`src/rtl/seg_scan_pkg.sv`:
```
package seg_scan_pkg;

  typedef enum logic [1:0] {
    FMT_RAW     = 2'b00,
    FMT_HEX     = 2'b01,
    FMT_CODEB   = 2'b10,
    FMT_RAW_ALT = 2'b11
  } fmt_e;

  // Glyphs are returned as {g,f,e,d,c,b,a}.
  function automatic logic [6:0] hex_glyph(input logic [3:0] nib);
    logic [6:0] g;
    case (nib)
      4'h0: g = 7'h3F;
      4'h1: g = 7'h06;
      4'h2: g = 7'h5B;
      4'h3: g = 7'h4F;
      4'h4: g = 7'h66;
      4'h5: g = 7'h6D;
      4'h6: g = 7'h7D;
      4'h7: g = 7'h07;
      4'h8: g = 7'h7F;
      4'h9: g = 7'h6F;
      4'hA: g = 7'h77;
      4'hB: g = 7'h7C;
      4'hC: g = 7'h39;
      4'hD: g = 7'h5E;
      4'hE: g = 7'h79;
      default: g = 7'h71;
    endcase
    return g;
  endfunction

  function automatic logic [6:0] codeb_glyph(input logic [3:0] nib);
    logic [6:0] g;
    case (nib)
      4'hA: g = 7'h40;
      4'hB: g = 7'h79;
      4'hC: g = 7'h76;
      4'hD: g = 7'h38;
      4'hE: g = 7'h73;
      4'hF: g = 7'h00;
      default: g = hex_glyph(nib);
    endcase
    return g;
  endfunction

endpackage

```
`src/rtl/seg_scan_mem.sv`:
```
module seg_scan_mem #(
  parameter int NUM_DIGITS = 8,
  parameter int DATA_W     = 8,
  localparam int IDX_W     = $clog2(NUM_DIGITS)
) (
  input  logic              clk_i,
  input  logic              rst_ni,
  input  logic              wr_en_i,
  input  logic [IDX_W-1:0]  wr_addr_i,
  input  logic [DATA_W-1:0] wr_data_i,
  input  logic [IDX_W-1:0]  rd_addr_i,
  output logic [DATA_W-1:0] rd_data_o
);

  logic [DATA_W-1:0] mem_q [NUM_DIGITS];

  for (genvar i = 0; i < NUM_DIGITS; i++) begin : g_entry
    logic wr_hit;
    assign wr_hit = wr_en_i && (wr_addr_i == IDX_W'(i));

    always_ff @(posedge clk_i or negedge rst_ni) begin
      if (!rst_ni) begin
        mem_q[i] <= '0;
      end else if (wr_hit) begin
        mem_q[i] <= wr_data_i;
      end
    end
  end

  assign rd_data_o = mem_q[rd_addr_i];

endmodule

```
`src/rtl/seg_scan_decode.sv`:
```
module seg_scan_decode
  import seg_scan_pkg::*;
(
  input  fmt_e       fmt_i,
  input  logic [7:0] data_i,
  output logic [7:0] seg_o   // {dp,g,f,e,d,c,b,a}
);

  always_comb begin
    unique case (fmt_i)
      FMT_HEX:   seg_o = {data_i[7], hex_glyph(data_i[3:0])};
      FMT_CODEB: seg_o = {data_i[7], codeb_glyph(data_i[3:0])};
      default: begin
        // raw: bit7 dp (low = lit), bits 6..0 = a,b,c,e,g,f,d
        seg_o = {~data_i[7], data_i[2], data_i[1], data_i[3],
                 data_i[0], data_i[4], data_i[5], data_i[6]};
      end
    endcase
  end

endmodule

```
`src/rtl/seg_scan_timer.sv`:
```
module seg_scan_timer #(
  parameter int NUM_DIGITS  = 8,
  parameter int DWELL_TICKS = 16,
  parameter int BLANK_TICKS = 2,
  localparam int IDX_W      = $clog2(NUM_DIGITS),
  localparam int CNT_MAX    = (DWELL_TICKS > BLANK_TICKS) ? DWELL_TICKS : BLANK_TICKS,
  localparam int CNT_W      = $clog2(CNT_MAX + 1)
) (
  input  logic             clk_i,
  input  logic             rst_ni,
  input  logic             tick_i,
  input  logic             hold_i,
  output logic             show_o,
  output logic [IDX_W-1:0] digit_o
);

  localparam logic [CNT_W-1:0] LAST_SHOW  = CNT_W'(DWELL_TICKS - 1);
  localparam logic [CNT_W-1:0] LAST_BLANK = CNT_W'(BLANK_TICKS - 1);

  logic             show_q, show_d;
  logic [CNT_W-1:0] cnt_q, cnt_d;
  logic [IDX_W-1:0] digit_q, digit_d, digit_inc;
  logic             step;

  if ((1 << IDX_W) == NUM_DIGITS) begin : g_wrap_pow2
    assign digit_inc = IDX_W'(digit_q + 1'b1);
  end else begin : g_wrap_cmp
    assign digit_inc = (digit_q == IDX_W'(NUM_DIGITS - 1)) ? '0 : IDX_W'(digit_q + 1'b1);
  end

  assign step = tick_i && !hold_i;

  always_comb begin
    show_d  = show_q;
    cnt_d   = cnt_q;
    digit_d = digit_q;
    if (step) begin
      if (show_q) begin
        if (cnt_q == LAST_SHOW) begin
          show_d  = 1'b0;
          cnt_d   = '0;
          digit_d = digit_inc;
        end else begin
          cnt_d = cnt_q + 1'b1;
        end
      end else if (cnt_q == LAST_BLANK) begin
        show_d = 1'b1;
        cnt_d  = '0;
      end else begin
        cnt_d = cnt_q + 1'b1;
      end
    end
  end

  always_ff @(posedge clk_i or negedge rst_ni) begin
    if (!rst_ni) begin
      show_q  <= 1'b0;
      cnt_q   <= '0;
      digit_q <= '0;
    end else begin
      show_q  <= show_d;
      cnt_q   <= cnt_d;
      digit_q <= digit_d;
    end
  end

  assign show_o  = show_q;
  assign digit_o = digit_q;

  // the digit index moves only at the end of a strobe
  a_r2_advance_on_strobe_end: assert property (@(posedge clk_i) disable iff (!rst_ni)
    (digit_q != $past(digit_q)) |-> ($past(show_q) && !show_q));

  // the phase counter stays within the dwell window while showing
  a_r3_dwell_bound: assert property (@(posedge clk_i) disable iff (!rst_ni)
    show_q |-> (cnt_q <= LAST_SHOW));

  // shutdown freezes the scan state
  a_r9_hold_freezes: assert property (@(posedge clk_i) disable iff (!rst_ni)
    hold_i |=> ($stable(digit_q) && $stable(cnt_q) && $stable(show_q)));

  // no tick, no movement
  a_r11_tick_gates: assert property (@(posedge clk_i) disable iff (!rst_ni)
    !tick_i |=> ($stable(digit_q) && $stable(show_q)));

endmodule

```
`src/rtl/seg_scan_driver.sv`:
```
module seg_scan_driver
  import seg_scan_pkg::*;
#(
  parameter int NUM_DIGITS  = 8,
  parameter int DWELL_TICKS = 16,
  parameter int BLANK_TICKS = 2,
  parameter bit ACTIVE_LOW  = 1'b0,
  localparam int IDX_W      = $clog2(NUM_DIGITS)
) (
  input  logic                  clk_i,
  input  logic                  rst_ni,
  input  logic                  tick_i,
  input  logic                  wr_en_i,
  input  logic [IDX_W-1:0]      wr_addr_i,
  input  logic [7:0]            wr_data_i,
  input  logic [1:0]            fmt_i,
  input  logic                  shdn_i,
  output logic [NUM_DIGITS-1:0] dig_o,
  output logic [7:0]            seg_o
);

  // reset: asserted asynchronously, released on a clock edge
  logic [1:0] rst_sync_q;
  logic       rst_n;

  always_ff @(posedge clk_i or negedge rst_ni) begin
    if (!rst_ni) begin
      rst_sync_q <= 2'b00;
    end else begin
      rst_sync_q <= {rst_sync_q[0], 1'b1};
    end
  end
  assign rst_n = rst_sync_q[1];

  logic             show;
  logic [IDX_W-1:0] digit;
  logic [7:0]       entry;
  logic [7:0]       glyph;

  seg_scan_timer #(
    .NUM_DIGITS  (NUM_DIGITS),
    .DWELL_TICKS (DWELL_TICKS),
    .BLANK_TICKS (BLANK_TICKS)
  ) u_timer (
    .clk_i   (clk_i),
    .rst_ni  (rst_n),
    .tick_i  (tick_i),
    .hold_i  (shdn_i),
    .show_o  (show),
    .digit_o (digit)
  );

  seg_scan_mem #(
    .NUM_DIGITS (NUM_DIGITS),
    .DATA_W     (8)
  ) u_mem (
    .clk_i     (clk_i),
    .rst_ni    (rst_n),
    .wr_en_i   (wr_en_i),
    .wr_addr_i (wr_addr_i),
    .wr_data_i (wr_data_i),
    .rd_addr_i (digit),
    .rd_data_o (entry)
  );

  seg_scan_decode u_dec (
    .fmt_i  (fmt_e'(fmt_i)),
    .data_i (entry),
    .seg_o  (glyph)
  );

  logic [NUM_DIGITS-1:0] dig_d, dig_q;
  logic [7:0]            seg_d, seg_q;
  logic                  drive;

  assign drive = show && !shdn_i;

  always_comb begin
    dig_d = '0;
    seg_d = '0;
    if (drive) begin
      dig_d[digit] = 1'b1;
      seg_d        = glyph;
    end
  end

  always_ff @(posedge clk_i or negedge rst_n) begin
    if (!rst_n) begin
      dig_q <= '0;
      seg_q <= '0;
    end else begin
      dig_q <= dig_d;
      seg_q <= seg_d;
    end
  end

  assign dig_o = dig_q ^ {NUM_DIGITS{ACTIVE_LOW}};
  assign seg_o = seg_q ^ {8{ACTIVE_LOW}};

  // never more than one strobe
  a_r2_one_strobe: assert property (@(posedge clk_i) disable iff (!rst_n)
    $onehot0(dig_q));

  // segments are dark whenever no digit is strobed
  a_r4_dark_gap: assert property (@(posedge clk_i) disable iff (!rst_n)
    (dig_q == '0) |-> (seg_q == '0));

  // shutdown darkens the outputs on the next cycle
  a_r9_shutdown_dark: assert property (@(posedge clk_i) disable iff (!rst_n)
    shdn_i |=> ((dig_q == '0) && (seg_q == '0)));

endmodule

```
`config.mk`:
```
export PLATFORM = sky130hd
export DESIGN_NAME = seg_scan_driver
export DESIGN_NICKNAME = d
export VERILOG_FILES = /design/src/rtl/seg_scan_pkg.sv /design/src/rtl/seg_scan_mem.sv /design/src/rtl/seg_scan_decode.sv /design/src/rtl/seg_scan_timer.sv /design/src/rtl/seg_scan_driver.sv
export SDC_FILE = /design/constraint.sdc
export NUM_CORES = 1
export LEC_CHECK = 0
export BUFFER_PORTS_ARGS = -buffer_cell sky130_fd_sc_hd__buf_2
export CORE_AREA = 2 2 92 94
export DETAILED_ROUTE_END_ITERATION = 6
export DIE_AREA = 0 0 94 96
export PLACE_DENSITY_LB_ADDON = 0.25
export SLEW_MARGIN = 0
export SYNTH_ARGS = -nofsm -noshare
export SYNTH_HDL_FRONTEND = slang
export SYNTH_SLANG_ARGS = --single-unit
```
`constraint.sdc`:
```
create_clock -name clk_i -period 3.85 [get_ports clk_i]
set_input_delay 0.5775 -clock clk_i [delete_from_list [all_inputs] [get_ports clk_i]]
set_output_delay 0.5775 -clock clk_i [all_outputs]
set_load 0.01 [all_outputs]
```
==> flow_summary_export.csv <==
group,metric,value,unit
synthesis,synth-edff-count,0,
floorplanning,dieArea,0.009024,mm²
drt,ant_nets,0,
timing,hold_slack,0.3598,ns
final_layout,drive_gt1_share,31.04,%
clocking,clkLatencyLatePin,0.36,ns
drt,drt_iter0_drc,213,
timing,slew_violations,0,
synthesis,yosysMostFrequentCell,"dfrtp_1",
final_layout,nNetsFinal,448,
timing,skew,0.01223,ns
worst_hold_path,worstHoldStart,"rst_sync_q[0]",
timing,final-setup-viol-count,0,
clocking,cts-hold-fix-buffers,1,
global_routing,overflow,0,
global_routing,grt_pass1_vias,3091,
synthesis,yosys_warnings,0,
drt,avgViaCountPerCell,6.047,
synthesis,synth_top_area_share,48.89,%
global_routing,antenna_found_initial,0,
floorplanning,die_y,96,µm
synthesis,synth_cells,391,
power_and_ir_drop,power,2.689,mW
worst_setup_path,cp_slowest_cell,"dfrtp_1",
final_layout,diodes,0,
worst_hold_path,worstHoldPathCells,0,
floorplanning,core-area,0.008051,mm²
synthesis,synth.top_cells.by_area,"dfrtp_1, mux2_2, ha_1",
synthesis,syn-num-nets,422,
final_layout,post-route-cell-area,0.005111,mm²
drt,vias,3187,
place,portBuffers,33,
floorplanning,rows,33,
outcome,outcome,"finished clean",
timing,finalHoldViolCount,0,
worst_setup_path,end_kind,"flip-flop",
clocking,cts_buffers,9,
timing,clock.fmax,314.1,MHz
timing,finalCriticalPeriod,3.183,ns
worst_setup_path,r2r_end,"seg_o[6]",
clocking,ctsRootBufferMaster,"clkbuf_8",
clocking,ctsResizeCount,0,
timing,period_share,82.68,%
synthesis,synthDistinctLibCells,61,
final_layout,synthToLayoutAreaGrowth,9.723,%
synthesis,synth_ff_type,"dfrtp_1",
run,maxCapViolCount,0,
synthesis,syn_area,0.004658,mm²
worst_setup_path,regToRegStartpoint,"u_timer.digit_o[0]",
floorplanning,die_x,94,µm
worst_hold_path,hold_end,"rst_sync_q[1]",
clocking,tritoncts,"built",
synthesis,synthTopCellsByCount,"dfrtp_1, mux2_2, nand2_1, nor2_1, inv_1",
clocking,path_clk_slew,0.10,ns
drt,wl_per_cell,19.03,µm
worst_setup_path,crit_chain,"inv_1 -> mux2i_1 -> inv_1 -> ha_1 -> inv_1 -> nor2_1 -> a41oi_1 -> o221ai_1 -> a221oi_1",
worst_setup_path,cp-start-kind,"flip-flop",
synthesis,synth-seq-area-share,48.89,%
synthesis,synth.avg_cell_area,11.91,µm²
power_and_ir_drop,vdd_drop_max,0.0002704,V
place,placed_area,0.004876,mm²
worst_setup_path,reg2reg_setup_slack,0.67,ns
worst_setup_path,critPathMostFrequentCell,"inv_1",
floorplanning,initial_core_util,57.86,%
place,dp_hpwl,6.705,mm
worst_setup_path,path_class,"flip-flop to flip-flop",
global_routing,grt_max_degree,90,
timing,relSlewSlack,25.50,%
timing,rsz0062_at_grt,"false",
worst_setup_path,cp_slowest_stage_delay,0.81,ns
power_and_ir_drop,power_density,526.1,mW/mm²
drt,drc_errors,0,
synthesis,ys_ff_latch,91,
timing,worstMarginPinSlew,1.117,ns
worst_hold_path,hp-class,"flip-flop to flip-flop",
clocking,clk_path_buf_depth,2,
clocking,cts_sinks,91,
worst_setup_path,worstRegToRegCells,9,
global_routing,grt_pass1_wl,16.36,mm
worst_setup_path,crit_required,4.09,ns
global_routing,grt_usage,24.07,%
place,gp_congestion,0.9006,
worst_setup_path,cp_max_fo,22,
worst_setup_path,crit_path_start,"u_timer.digit_o[0]",
worst_setup_path,cp_data_arrival_time,3.43,ns
drt,dr.pass1.iters,5,
clocking,h-tree-depth,3,
power_and_ir_drop,p_leak,2.221,nW
clocking,cts_setup_buffers,0,
synthesis,ys_async_sr_fraction,100.0,%
timing,tns,0,ns
floorplanning,ios,34,
drt,wirelength,10.03,mm
synthesis,synth_top_area_cell,"dfrtp_1",
[layout by cell type, fill, tap and decap left out, types with 3 or more instances in the layout]
cell type	count
a21oi_1	13
a31oi_1	3
a41oi_1	3
and2_1	3
and3_1	3
buf_2	33
buf_4	3
clkbuf_8	10
dfrtp_1	90
ha_1	13
inv_1	14
mux2_1	8
mux2_2	61
mux2i_1	9
mux4_2	7
nand2_1	23
nand2b_1	11
nand3_1	6
nand4b_1	3
nor2_1	15
nor3_1	13
o211ai_1	4
o21ai_0	7
o21ai_1	9
o22ai_1	3
o31ai_1	3
[per-stage QoR]
stage	utilization, %	setup WS [ns]	std cells
floorplan	-	1.128	391
global placement	60.56	0.8740	510
detailed placement	60.56	0.7820	510
CTS	63.48	0.7403	527
global route	63.48	0.3644	527
finish	63.48	0.6667	527
[critical path, delay by kind of cell, from the launching register on]
kind,cells,cell delay [ns]
DFF,1,0.81
AOI/OAI and AO/OA,3,0.68
buffers and inverters,3,0.60
muxes,1,0.59
adders and majority gates,1,0.30
and+or+nand+nor,1,0.09
[logic make-up after synthesis]
| family | synth area share [%] |
|---|---|
| fa+ha+maj | 3.492 |
| simple gates | 10.29 |
| mux | 23.13 |
| other cells | 0.08050 |
| buf+inv | 3.384 |
| xor+xnor | 0.3761 |
| flops | 48.89 |
| compound gates | 10.37 |
[routing by layer]
layer	global-route usage (%)	wire (µm)
met2	38.15	4644
met5	0	0
met1	34.60	4789
met4	7.729	138
met3	3.446	457
[power by group]
group          total (mW)  leakage [nW]  switching, mW  internal [mW]
logic               0.678         0.993          0.354          0.324
clock network       0.730         0.106          0.343          0.386
registers            1.28          1.12          0.132           1.15
[flip-flops by register name, summed over array words and instances (netlist names)]
signal / flops
u_timer.digit_o: 3
rst_sync_q: 2
dig_o: 8
u_mem.mem_q: 64
seg_o: 8
u_timer.cnt_q: 5
u_timer.show_o: 1
[how the worst max path moves through the flow]
stage / end / slack, ns / cells past startpoint
global route: seg_o[1] / 0.36 / 9
finish: seg_o[6] / 0.67 / 9
detailed placement: seg_o[6] / 0.78 / 9
floorplan: dig_o[0] / 1.13 / 0
global placement: seg_o[4] / 0.87 / 12
CTS: seg_o[6] / 0.74 / 9
[cell type report]
cell class                      instances  area [µm²]
Timing Repair Buffer                   37       197.7
Fill cell                             640        2940
Clock inverter                          5       83.83
Sequential cell                        91        2281
Clock buffer                           11       141.4
Multi-Input combinational cell        264        2223
Inverter                               14       52.55
Tap cell                              105       131.4
Power figures use the tool's default switching activity.
